===== src/rtl/gla_pkg.sv =====
package gla_pkg;

  function automatic int idx_w(input int n);
    return (n > 1) ? $clog2(n) : 1;
  endfunction

  function automatic int wrap_next(input int i, input int n);
    return (i + 1 >= n) ? 0 : i + 1;
  endfunction

endpackage


===== src/rtl/gla_rr_arb.sv =====
module gla_rr_arb #(
  parameter int N  = 4,
  parameter int IW = gla_pkg::idx_w(N)
) (
  input  logic          clk_i,
  input  logic          rst_ni,
  input  logic          en_i,
  input  logic [N-1:0]  req_i,
  output logic [N-1:0]  gnt_o,
  output logic [IW-1:0] idx_o,
  output logic          any_o
);

  logic [IW-1:0] ptr_q;
  logic [IW-1:0] pick;
  logic          found;

  always_comb begin
    int j;
    found = 1'b0;
    pick  = '0;
    for (int k = 0; k < N; k++) begin
      j = int'(ptr_q) + k;
      if (j >= N) j -= N;
      if (!found && req_i[j]) begin
        found = 1'b1;
        pick  = IW'(j);
      end
    end
  end

  assign any_o = en_i && found;
  assign idx_o = pick;
  assign gnt_o = any_o ? (N'(1) << pick) : '0;

  always_ff @(posedge clk_i or negedge rst_ni) begin
    if (!rst_ni) ptr_q <= '0;
    else if (any_o) ptr_q <= IW'(gla_pkg::wrap_next(int'(pick), N));
  end

  // per-lane wait count while open and pending, used by the bound check
  logic [IW:0] wait_q [N];

  for (genvar g = 0; g < N; g++) begin : g_wait
    always_ff @(posedge clk_i or negedge rst_ni) begin
      if (!rst_ni) wait_q[g] <= '0;
      else if (!en_i || !req_i[g] || gnt_o[g]) wait_q[g] <= '0;
      else wait_q[g] <= wait_q[g] + 1'b1;
    end

    AST_RR_BOUND: assert property (@(posedge clk_i) disable iff (!rst_ni)
      wait_q[g] < (IW+1)'(N));
  end

  AST_GNT_ONEHOT: assert property (@(posedge clk_i) disable iff (!rst_ni)
    $onehot0(gnt_o));
  AST_GNT_IN_REQ: assert property (@(posedge clk_i) disable iff (!rst_ni)
    (gnt_o & ~req_i) == '0);

endmodule


===== src/rtl/gla_lock_ctrl.sv =====
module gla_lock_ctrl #(
  parameter int N  = 4,
  parameter int IW = gla_pkg::idx_w(N)
) (
  input  logic          clk_i,
  input  logic          rst_ni,
  input  logic          gnt_any_i,
  input  logic [IW-1:0] gnt_idx_i,
  input  logic [N-1:0]  unlock_req_i,
  input  logic [N-1:0]  buf_empty_i,
  output logic          held_o,
  output logic [IW-1:0] owner_o
);

  logic          held_q;
  logic [IW-1:0] owner_q;
  logic          rel_ok;

  assign rel_ok = held_q && unlock_req_i[owner_q] && buf_empty_i[owner_q];

  always_ff @(posedge clk_i or negedge rst_ni) begin
    if (!rst_ni) begin
      held_q  <= 1'b0;
      owner_q <= '0;
    end else if (gnt_any_i) begin
      held_q  <= 1'b1;
      owner_q <= gnt_idx_i;
    end else if (rel_ok) begin
      held_q  <= 1'b0;
    end
  end

  assign held_o  = held_q;
  assign owner_o = owner_q;

  AST_GNT_WHEN_FREE: assert property (@(posedge clk_i) disable iff (!rst_ni)
    gnt_any_i |-> !held_q);
  AST_HELD_AFTER_GNT: assert property (@(posedge clk_i) disable iff (!rst_ni)
    gnt_any_i |=> held_q && owner_q == $past(gnt_idx_i));
  AST_OWNER_STABLE: assert property (@(posedge clk_i) disable iff (!rst_ni)
    held_q && $past(held_q) |-> $stable(owner_q));
  AST_RELEASE_COND: assert property (@(posedge clk_i) disable iff (!rst_ni)
    $fell(held_q) |-> $past(unlock_req_i[owner_q] && buf_empty_i[owner_q]));

endmodule


===== src/rtl/gla_shmem.sv =====
module gla_shmem #(
  parameter int AW = 4,
  parameter int DW = 8
) (
  input  logic          clk_i,
  input  logic          rst_ni,
  input  logic          we_i,
  input  logic [AW-1:0] waddr_i,
  input  logic [DW-1:0] wdata_i,
  input  logic [AW-1:0] raddr_i,
  output logic [DW-1:0] rdata_o
);

  localparam int DEPTH = 1 << AW;

  logic [DW-1:0] mem_q [DEPTH];

  always_ff @(posedge clk_i or negedge rst_ni) begin
    if (!rst_ni) begin
      for (int i = 0; i < DEPTH; i++) mem_q[i] <= '0;
    end else if (we_i) begin
      mem_q[waddr_i] <= wdata_i;
    end
  end

  assign rdata_o = mem_q[raddr_i];

  AST_WRITE_LANDS: assert property (@(posedge clk_i) disable iff (!rst_ni)
    we_i |=> mem_q[$past(waddr_i)] == $past(wdata_i));

endmodule


===== src/rtl/glock_drain_arb.sv =====
module glock_drain_arb #(
  parameter int N  = 4,
  parameter int AW = 4,
  parameter int DW = 8,
  parameter int IW = gla_pkg::idx_w(N)
) (
  input  logic            clk_i,
  input  logic            rst_ni,
  input  logic [N-1:0]    lock_req_i,
  input  logic [N*AW-1:0] lock_addr_i,
  output logic [N-1:0]    lock_gnt_o,
  output logic [DW-1:0]   rmw_val_o,
  output logic            rmw_nonneg_o,
  input  logic [N-1:0]    unlock_req_i,
  input  logic [N-1:0]    buf_empty_i,
  input  logic [N*AW-1:0] drain_addr_i,
  input  logic [N*DW-1:0] drain_data_i,
  output logic [N-1:0]    drain_gnt_o,
  input  logic [N-1:0]    ld_req_i,
  input  logic [N*AW-1:0] ld_addr_i,
  output logic [N-1:0]    ld_gnt_o,
  output logic [DW-1:0]   ld_data_o,
  output logic            lock_held_o,
  output logic [IW-1:0]   lock_owner_o
);

  logic [AW-1:0] lk_addr [N];
  logic [AW-1:0] dr_addr [N];
  logic [DW-1:0] dr_data [N];
  logic [AW-1:0] rd_addr [N];

  for (genvar g = 0; g < N; g++) begin : g_unpk
    assign lk_addr[g] = lock_addr_i[g*AW +: AW];
    assign dr_addr[g] = drain_addr_i[g*AW +: AW];
    assign dr_data[g] = drain_data_i[g*DW +: DW];
    assign rd_addr[g] = ld_addr_i[g*AW +: AW];
  end

  logic          held;
  logic [IW-1:0] owner;
  logic [N-1:0]  owner_oh;
  logic [N-1:0]  pass_mask;
  logic          acc_open;

  logic          lk_any, dr_any, ld_any;
  logic [IW-1:0] lk_idx, dr_idx, ld_idx;
  logic [DW-1:0] rdata;

  assign owner_oh  = N'(1) << owner;
  assign pass_mask = held ? owner_oh : '1;
  // the lock grant cycle owns the read port and must see no competing write
  assign acc_open  = !lk_any;

  gla_rr_arb #(.N(N), .IW(IW)) u_lock_arb (
    .clk_i  (clk_i),
    .rst_ni (rst_ni),
    .en_i   (!held),
    .req_i  (lock_req_i & buf_empty_i),
    .gnt_o  (lock_gnt_o),
    .idx_o  (lk_idx),
    .any_o  (lk_any)
  );

  gla_rr_arb #(.N(N), .IW(IW)) u_drain_arb (
    .clk_i  (clk_i),
    .rst_ni (rst_ni),
    .en_i   (acc_open),
    .req_i  (~buf_empty_i & pass_mask),
    .gnt_o  (drain_gnt_o),
    .idx_o  (dr_idx),
    .any_o  (dr_any)
  );

  gla_rr_arb #(.N(N), .IW(IW)) u_load_arb (
    .clk_i  (clk_i),
    .rst_ni (rst_ni),
    .en_i   (acc_open),
    .req_i  (ld_req_i & pass_mask),
    .gnt_o  (ld_gnt_o),
    .idx_o  (ld_idx),
    .any_o  (ld_any)
  );

  gla_lock_ctrl #(.N(N), .IW(IW)) u_lock_ctrl (
    .clk_i        (clk_i),
    .rst_ni       (rst_ni),
    .gnt_any_i    (lk_any),
    .gnt_idx_i    (lk_idx),
    .unlock_req_i (unlock_req_i),
    .buf_empty_i  (buf_empty_i),
    .held_o       (held),
    .owner_o      (owner)
  );

  gla_shmem #(.AW(AW), .DW(DW)) u_shmem (
    .clk_i   (clk_i),
    .rst_ni  (rst_ni),
    .we_i    (dr_any),
    .waddr_i (dr_addr[dr_idx]),
    .wdata_i (dr_data[dr_idx]),
    .raddr_i (lk_any ? lk_addr[lk_idx] : rd_addr[ld_idx]),
    .rdata_o (rdata)
  );

  assign rmw_val_o    = rdata - 1'b1;
  assign rmw_nonneg_o = ~rmw_val_o[DW-1];
  assign ld_data_o    = rdata;
  assign lock_held_o  = held;
  assign lock_owner_o = owner;

  AST_BLOCK_OTHERS: assert property (@(posedge clk_i) disable iff (!rst_ni)
    lock_held_o |-> ((drain_gnt_o | ld_gnt_o) & ~(N'(1) << lock_owner_o)) == '0);
  AST_QUIET_ON_GNT: assert property (@(posedge clk_i) disable iff (!rst_ni)
    (lock_gnt_o != '0) |-> (drain_gnt_o == '0 && ld_gnt_o == '0));
  AST_ONE_LOAD: assert property (@(posedge clk_i) disable iff (!rst_ni)
    $countones(ld_gnt_o) <= 1);
  AST_ONE_LOCK: assert property (@(posedge clk_i) disable iff (!rst_ni)
    $onehot0(lock_gnt_o));

endmodule


===== config.mk =====
export PLATFORM = sky130hd
export DESIGN_NAME = glock_drain_arb
export DESIGN_NICKNAME = d
export VERILOG_FILES = /design/src/rtl/gla_pkg.sv /design/src/rtl/gla_rr_arb.sv /design/src/rtl/gla_lock_ctrl.sv /design/src/rtl/gla_shmem.sv /design/src/rtl/glock_drain_arb.sv
export SDC_FILE = /design/constraint.sdc
export NUM_CORES = 1
export LEC_CHECK = 0
export ABC_AREA = 0
export ABC_CLOCK_PERIOD_IN_PS = 6500
export CAP_MARGIN = 5
export CORE_UTILIZATION = 30
export CTS_BUF_LIST = sky130_fd_sc_hd__clkbuf_8
export DETAILED_ROUTE_END_ITERATION = 6
export GPL_TIMING_DRIVEN = 0
export HOLD_SLACK_MARGIN = 0.12
export PLACE_DENSITY = 0.55
export SLEW_MARGIN = 20
export SYNTH_ARGS = -nofsm -noshare
export SYNTH_HDL_FRONTEND = slang
export SYNTH_SLANG_ARGS = --single-unit

===== constraint.sdc =====
create_clock -name clk_i -period 6.5 [get_ports clk_i]
set_clock_uncertainty 0.15 [all_clocks]
set_input_delay 0.975 -clock clk_i [delete_from_list [all_inputs] [get_ports clk_i]]
set_output_delay 0.975 -clock clk_i [all_outputs]
set_load 0.01 [all_outputs]

==> qor.csv, run 1 <==
metric;value;unit
ys_types;75;
nets;1003;
antenna_found_initial;0;
async_flop_share;100.0;%
floorplan.initialDensity;30.44;%
grt_pass1_wl;36.06;mm
synth_top_area_cell;dfrtp_1;
io_buffers;129;
maxSlewHeadroom;23.71;%
synth_fp_nets;845;
cts_inserted_buffers;17;
insertedDiodeCount;0;
setup_viol;0;
worstHoldPathType;input port to async pin;
whs;0.2655;ns
cts_sinks;137;
first_pass_iters;4;
synth_edf_count;0;
postSynthCellCount;734;
dpl.hpwl;15.91;mm
cts_tree;built;
drt_iter0_drc;351;
crit_required;5.37;ns
syn_to_final_growth;28.35;%
rsz0062_at_grt;true;
avgSynthCellArea;11.49;um^2
path_clk_slew;0.08;ns
max_freq;154.9;MHz
wl;23.05;mm
htree_num_levels;4;
viasPerCell;4.812;
drive_gt1_share;28.84;%
final_antenna_net_count;0;
reg2reg_depth;15;
vias;6174;
hold_viol_final;0;
seqCellArea;3428;um^2
slew_viol_final;0;
synth-seq-area-share;40.65;%
instances_no_fill;1283;
start_kind;input port;
yosys_warnings;0;
crit_type;input port to primary output;
clock_latency;0.46;ns
grt_use_total;16.49;%
setup_tns;0;ns
status;finished, final reports clean;
place_congestion;0.8202;
cts_root_buffer;clkbuf_8;
cp-end-kind;primary output;
dp.cells;1242;
synth_ff_type;dfrtp_1;
cts_buffer_depth;2;
grt_pass1_vias;6382;
cp_max_fo;10;
period_share;99.29;%
min_period;6.454;ns
std_cell_rows;61;
num_io_pins;130;
wire_per_inst;17.96;um
filler_cell_count;2739;
dieArea;28790;um^2
cp.arrival;5.33;ns
multi_input_area;4757;um^2
cap_violations;0;
netlist.area_leader.share;40.65;%
ys_ff_latch;137;
drcViolationCount;0;
ys_top_cells_by_area;dfrtp_1 (41%), mux2_2 (19%), mux2i_1 (14%), nand2_1 (3.2%), ha_1 (1.9%);
die_w;169.7;um
core;27710;um^2
worstMarginPinSlew;1.138;ns
grt_max_degree;83;
gr-total-overflow;0;
synthesis.area;8434;um^2
die_y;169.7;um
## final timing paths
kind | startpoint | to | slack, ns
worst max-delay path | ld_req_i[3] | rmw_nonneg_o | 0.05
worst min-delay path | rst_ni | u_shmem.mem_q[54]$_DFFE_PN0P_ | 0.27
worst max register to register | u_lock_ctrl.owner_o[0]$_DFFE_PN0N_ | u_shmem.mem_q[14]$_DFFE_PN0P_ | 1.95
worst min register to register | u_shmem.mem_q[7]$_DFFE_PN0P_ | u_shmem.mem_q[7]$_DFFE_PN0P_ | 0.36
max in group asynchronous | rst_ni | u_shmem.mem_q[114]$_DFFE_PN0P_ | 5.15
min in group clk_i | u_shmem.mem_q[7]$_DFFE_PN0P_ | u_shmem.mem_q[7]$_DFFE_PN0P_ | 0.36
## through the flow
step / worst slack (ns) / cell area (um^2) / utilization, %
2_1_floorplan: 1.479 / 8434 / -
3_3_place_gp: -1.499 / 10200 / 36.81
3_5_place_dp: -0.2065 / 10240 / 36.97
4_1_cts: 0.007787 / 10770 / 38.88
5_1_grt: -0.1584 / 10830 / 39.07
6_report: 0.04588 / 10830 / 39.07
## routing by layer
layer / vias up / GRT usage, % / part of all wire, %
met5: - / 0 / 0
met4: 0 / 4.348 / 0.89
met3: 16 / 2.682 / 3.8
met2: 105 / 27.64 / 47
met1: 3091 / 21.91 / 48
li1: 2962 / - / -
## registers in the layout (all words and copies together), names as in the netlist
register and count:
u_drain_arb.ptr_q 2, u_load_arb.ptr_q 2, u_lock_arb.ptr_q 2, u_lock_ctrl.held_o 1, u_lock_ctrl.owner_o 2, u_shmem.mem_q 128
## final cells by class
cell class                      count  share of cell area [%]
Sequential cell                   137                   31.67
Clock inverter                     13                   1.341
Multi-Input combinational cell    535                   43.94
Buffer                             39                   2.393
Clock buffer                       19                   2.416
Timing Repair Buffer              140                   13.08
Inverter                           22                  0.7859
Tap cell                          378                   4.369
## synthesized netlist by cell type, drive strengths merged, types with 4 or more instances
cell type / number
a211oi: 8
a21oi: 16
a22oi: 4
a31oi: 12
and2: 16
and3: 9
buf: 25
clkbuf: 15
dfrtp: 137
ha: 13
inv: 21
mux2: 148
mux2i: 116
nand2: 74
nand2b: 7
nand3: 12
nor2: 22
nor2b: 7
nor3: 6
o21ai: 13
o221ai: 6
xnor2: 7
## repair_timing
item,4_1_cts,5_1_grt
gates resized for setup,8,9
pin swaps,3,0
buffers inserted,9,1
endpoints found under the setup margin,6,5
hold buffers,0,0
## placed cells by master (no fill, tap or decap), drive strengths merged, types with 3 or more instances in the layout
cell type,netlist,layout
clkdlybuf4s50,0,126
o221ai,6,6
buf,25,37
o21ai,13,13
a21oi,16,16
and3,9,9
mux2,148,148
and2,16,16
a31oi,12,12
o211ai,3,3
nand2b,7,7
a22oi,4,4
nand3,12,12
dfrtp,137,137
a211oi,8,8
nand2,74,74
clkinv,1,6
nor3b,3,3
nor3,6,6
ha,13,13
o21a,3,3
a21boi,3,3
nor2,22,22
inv,21,25
clkbuf,15,33
mux2i,116,116
nor2b,7,7
xnor2,7,7
## worst max-delay path: stages
cell,delay (ns)
clkdlybuf4s50_1,0.58
mux2i_1,0.15
o221ai_4,0.28
a21oi_1,0.13
a211oi_2,0.26
o21a_4,0.20
inv_4,0.06
a211oi_2,0.17
a21boi_2,0.19
buf_6,0.15
buf_6,0.19
mux2i_1,0.24
a22oi_1,0.09
mux2_4,0.30
mux2i_4,0.24
nand3_2,0.15
nor4_4,0.24
xnor2_1,0.16
clkdlybuf4s50_1,0.56
## cell families after synthesis
kind of cell	count (synthesis)	synth area share, %
fa+ha+maj	13	1.929
compound gates	84	8.144
xor+xnor	7	0.7269
buf+inv	62	4.005
flops	137	40.65
mux	265	34.03
simple gates	166	10.52
Power of run 1 is left out: the tool's default activity adds up to more than one toggle a clock period on the data nets, which glitch-free logic cannot reach.
==> run 2: changes to the inputs <==
Settings changed: CORE_UTILIZATION 30 to 35, PLACE_DENSITY 0.55 to 0.61.
==> run 2 against run 1 <==
- global-route usage up 2.3 points
- die area down 14%
- core utilization up 6.5 points
- count of clock-buffer cells in the layout down 1
- worst setup slack better by 0.16 ns
- sequential share of layout area up 0.28 points
- critical path depth down 1
- non-clock buffer count up 2
- largest cell class unchanged
==> qor.csv, run 2 (synthesized netlist as in run 1, its figures left out) <==
metric;value;unit;change
status;finished, final reports clean;;
die_w;157.2;um;-7.3%
r2r_end;u_shmem.mem_q[22]$_DFFE_PN0P_;;
drt_iter0_drc;255;;-27%
seqCellArea;3428;um^2;unchanged
slowest_delay;0.60;ns;+0.02 ns
rrSetupSlack;2.12;ns;+0.17 ns
final_common_cell;mux2_2;;
cp-end-kind;primary output;;
htree_num_levels;4;;unchanged
crit_slowest_cell;clkdlybuf4s50_1;;
first_pass_iters;4;;unchanged
maxSlewHeadroom;21.89;%;-1.8 points
die_y;157.2;um;-7.3%
grt_pass1_vias;6189;;-3.0%
use_met1;25.05;%;+3.1 points
grt_use_total;18.81;%;+2.3 points
io_buffers;129;;unchanged
grt_pass1_wl;34.82;mm;-3.4%
nets;1005;;+0.20%
largest_reg_flops;128;;unchanged
gr-total-overflow;0;;unchanged
place_congestion;0.7987;;-2.6%
cts_tree;built;;
max_freq;158.8;MHz;+2.5%
setup_viol;0;;unchanged
crit_type;input port to primary output;;
num_io_pins;130;;unchanged
multi_input_area;4776;um^2;+0.39%
grt_use_met3;3.359;%;+0.68 points
r2r_start;u_lock_ctrl.owner_o[0]$_DFFE_PN0N_;;
antenna_found_initial;0;;unchanged
final_antenna_net_count;0;;unchanged
final_core_util;45.58;%;+6.5 points
dieArea;24720;um^2;-14%
instances_no_fill;1226;;-4.4%
vias;6207;;+0.53%
hold_viol_final;0;;unchanged
path_clk_slew;0.08;ns;about the same
insertedDiodeCount;0;;unchanged
core;23540;um^2;-15%
cp.arrival;5.17;ns;-0.16 ns
start_kind;input port;;
layout_common_cells;mux2_2 (143), dfrtp_1 (137), clkdlybuf4s50_1 (123);;
cts_buffer_depth;2;;unchanged
path_buf_inv;3;;-2
cts_sinks;137;;unchanged
worstHoldPathType;input port to async pin;;
min_period;6.299;ns;-0.1556 ns
dpl.hpwl;15.37;mm;-3.4%
drive_gt1_share;29.44;%;+0.60 points
reg2reg_depth;15;;unchanged
cpMostUsedCell;mux2i_1;;
holdBufCountCts;0;;unchanged
crit_required;5.37;ns;about the same
std_cell_rows;56;;-8.2%
period_share;96.90;%;-2.4 points
wire_per_inst;18.12;um;+0.85%
syn_to_final_growth;27.24;%;
slew_viol_final;0;;unchanged
viasPerCell;5.063;;+5.2%
dp.cells;1183;;-4.8%
grt.met2_usage;31.04;%;+3.4 points
grt_max_degree;77;;-7.2%
crit_chain;clkdlybuf4s50_1 > nand2_2 > a311oi_2 > a2bb2oi_4 > mux2i_1 > mux2_2 > a32oi_1 > nand2_4 > buf_6 > mux2i_1 > mux2i_1 > mux2i_1 > mux2_4 > ha_1 > nand2_1 > nor2_1 > xnor2_1 > clkdlybuf4s50_1;;
wl;22.21;mm;-3.6%
drcViolationCount;0;;unchanged
worstMarginPinSlew;1.165;ns;+0.02711 ns
clock_latency;0.45;ns;about the same
busiest_layer;met2;;
cp_top_family;buffers and inverters;;
filler_cell_count;2280;;-17%
cts_inserted_buffers;17;;unchanged
cap_violations;0;;unchanged
cts_root_buffer;clkbuf_8;;
top_register;u_shmem.mem_q;;
floorplan.initialDensity;35.83;%;+5.4 points
cp_max_fo;10;;unchanged
run 2: cell types whose count changed in the layout (fill, tap and decap cells not counted), sizes merged, moves of 2 or more:
cell,previous run,this run
clkinv,6,9
dlygate4sd2,0,4
buf,37,39
clkdlybuf4s50,126,123
inv,25,23
run 2: layout make-up:
cell class / count / area share [%]
Buffer: 39 / 2.413
Clock buffer: 18 / 2.309
Clock inverter: 14 / 1.166
Inverter: 22 / 0.7928
Multi-Input combinational cell: 535 / 44.50
Sequential cell: 137 / 31.95
Tap cell: 319 / 3.719
Timing Repair Buffer: 142 / 13.15
run 2: timing repair:
| action | in CTS | in global routing |
|---|---|---|
| gates resized for setup | 16 | 8 |
| pin swaps | 7 | 2 |
| endpoints found under the setup margin | 6 | 5 |
| endpoints found under the hold margin | 0 | 0 |
| setup buffers | 11 | 1 |
run 2: through the flow:
| stage | area [um^2] | setup slack (ns) | hold WS [ns] | setup TNS, ns |
|---|---|---|---|---|
| 4_1_cts | 10680 | 0.1059 | 0.3037 | 0 |
| 5_1_grt | 10730 | -0.01161 | 0.3181 | -0.01161 |
| 2_1_floorplan | 8434 | 1.479 | 0.3219 | 0 |
| 6_report | 10730 | 0.2015 | 0.3070 | 0 |
| 3_5_place_dp | 10160 | -0.2319 | 0.3428 | -0.7856 |
| 3_3_place_gp | 10120 | -1.438 | 0.3320 | -196.24 |
run 2: how the worst max path moves through the flow:
stage | slack, ns | from | cells after the start | to
6_report | 0.20 | buf_empty_i[2] | 18 | rmw_val_o[6]
5_1_grt | -0.01 | buf_empty_i[2] | 18 | rmw_val_o[6]
4_1_cts | 0.11 | ld_req_i[1] | 17 | rmw_val_o[4]
3_5_place_dp | -0.23 | buf_empty_i[0] | 17 | rmw_val_o[7]
3_3_place_gp | -1.44 | rst_ni | 1 | u_drain_arb.ptr_q[0]$_DFFE_PN0P_
2_1_floorplan | 1.48 | ld_req_i[1] | 17 | rmw_nonneg_o
run 2: worst register-to-register path: stages, from the launching register on:
cell,delay (ns)
dfrtp_1,0.42
buf_4,0.19
buf_4,0.19
a21oi_1,0.08
o22ai_1,0.34
inv_2,0.08
nor2_1,0.09
mux2i_1,0.07
a21oi_1,0.18
a211oi_2,0.06
buf_4,0.19
mux2i_1,0.13
mux2_2,0.30
a211o_1,0.40
nor3_2,0.96
mux2_2,0.43
run 2: layer usage:
layer / part of all wire [%] / vias up
li1: - / 2965
met1: 47 / 3076
met2: 47 / 143
met3: 4.9 / 23
met4: 1.4 / 0
met5: 0 / -
Power of run 2 is left out for the same reason.
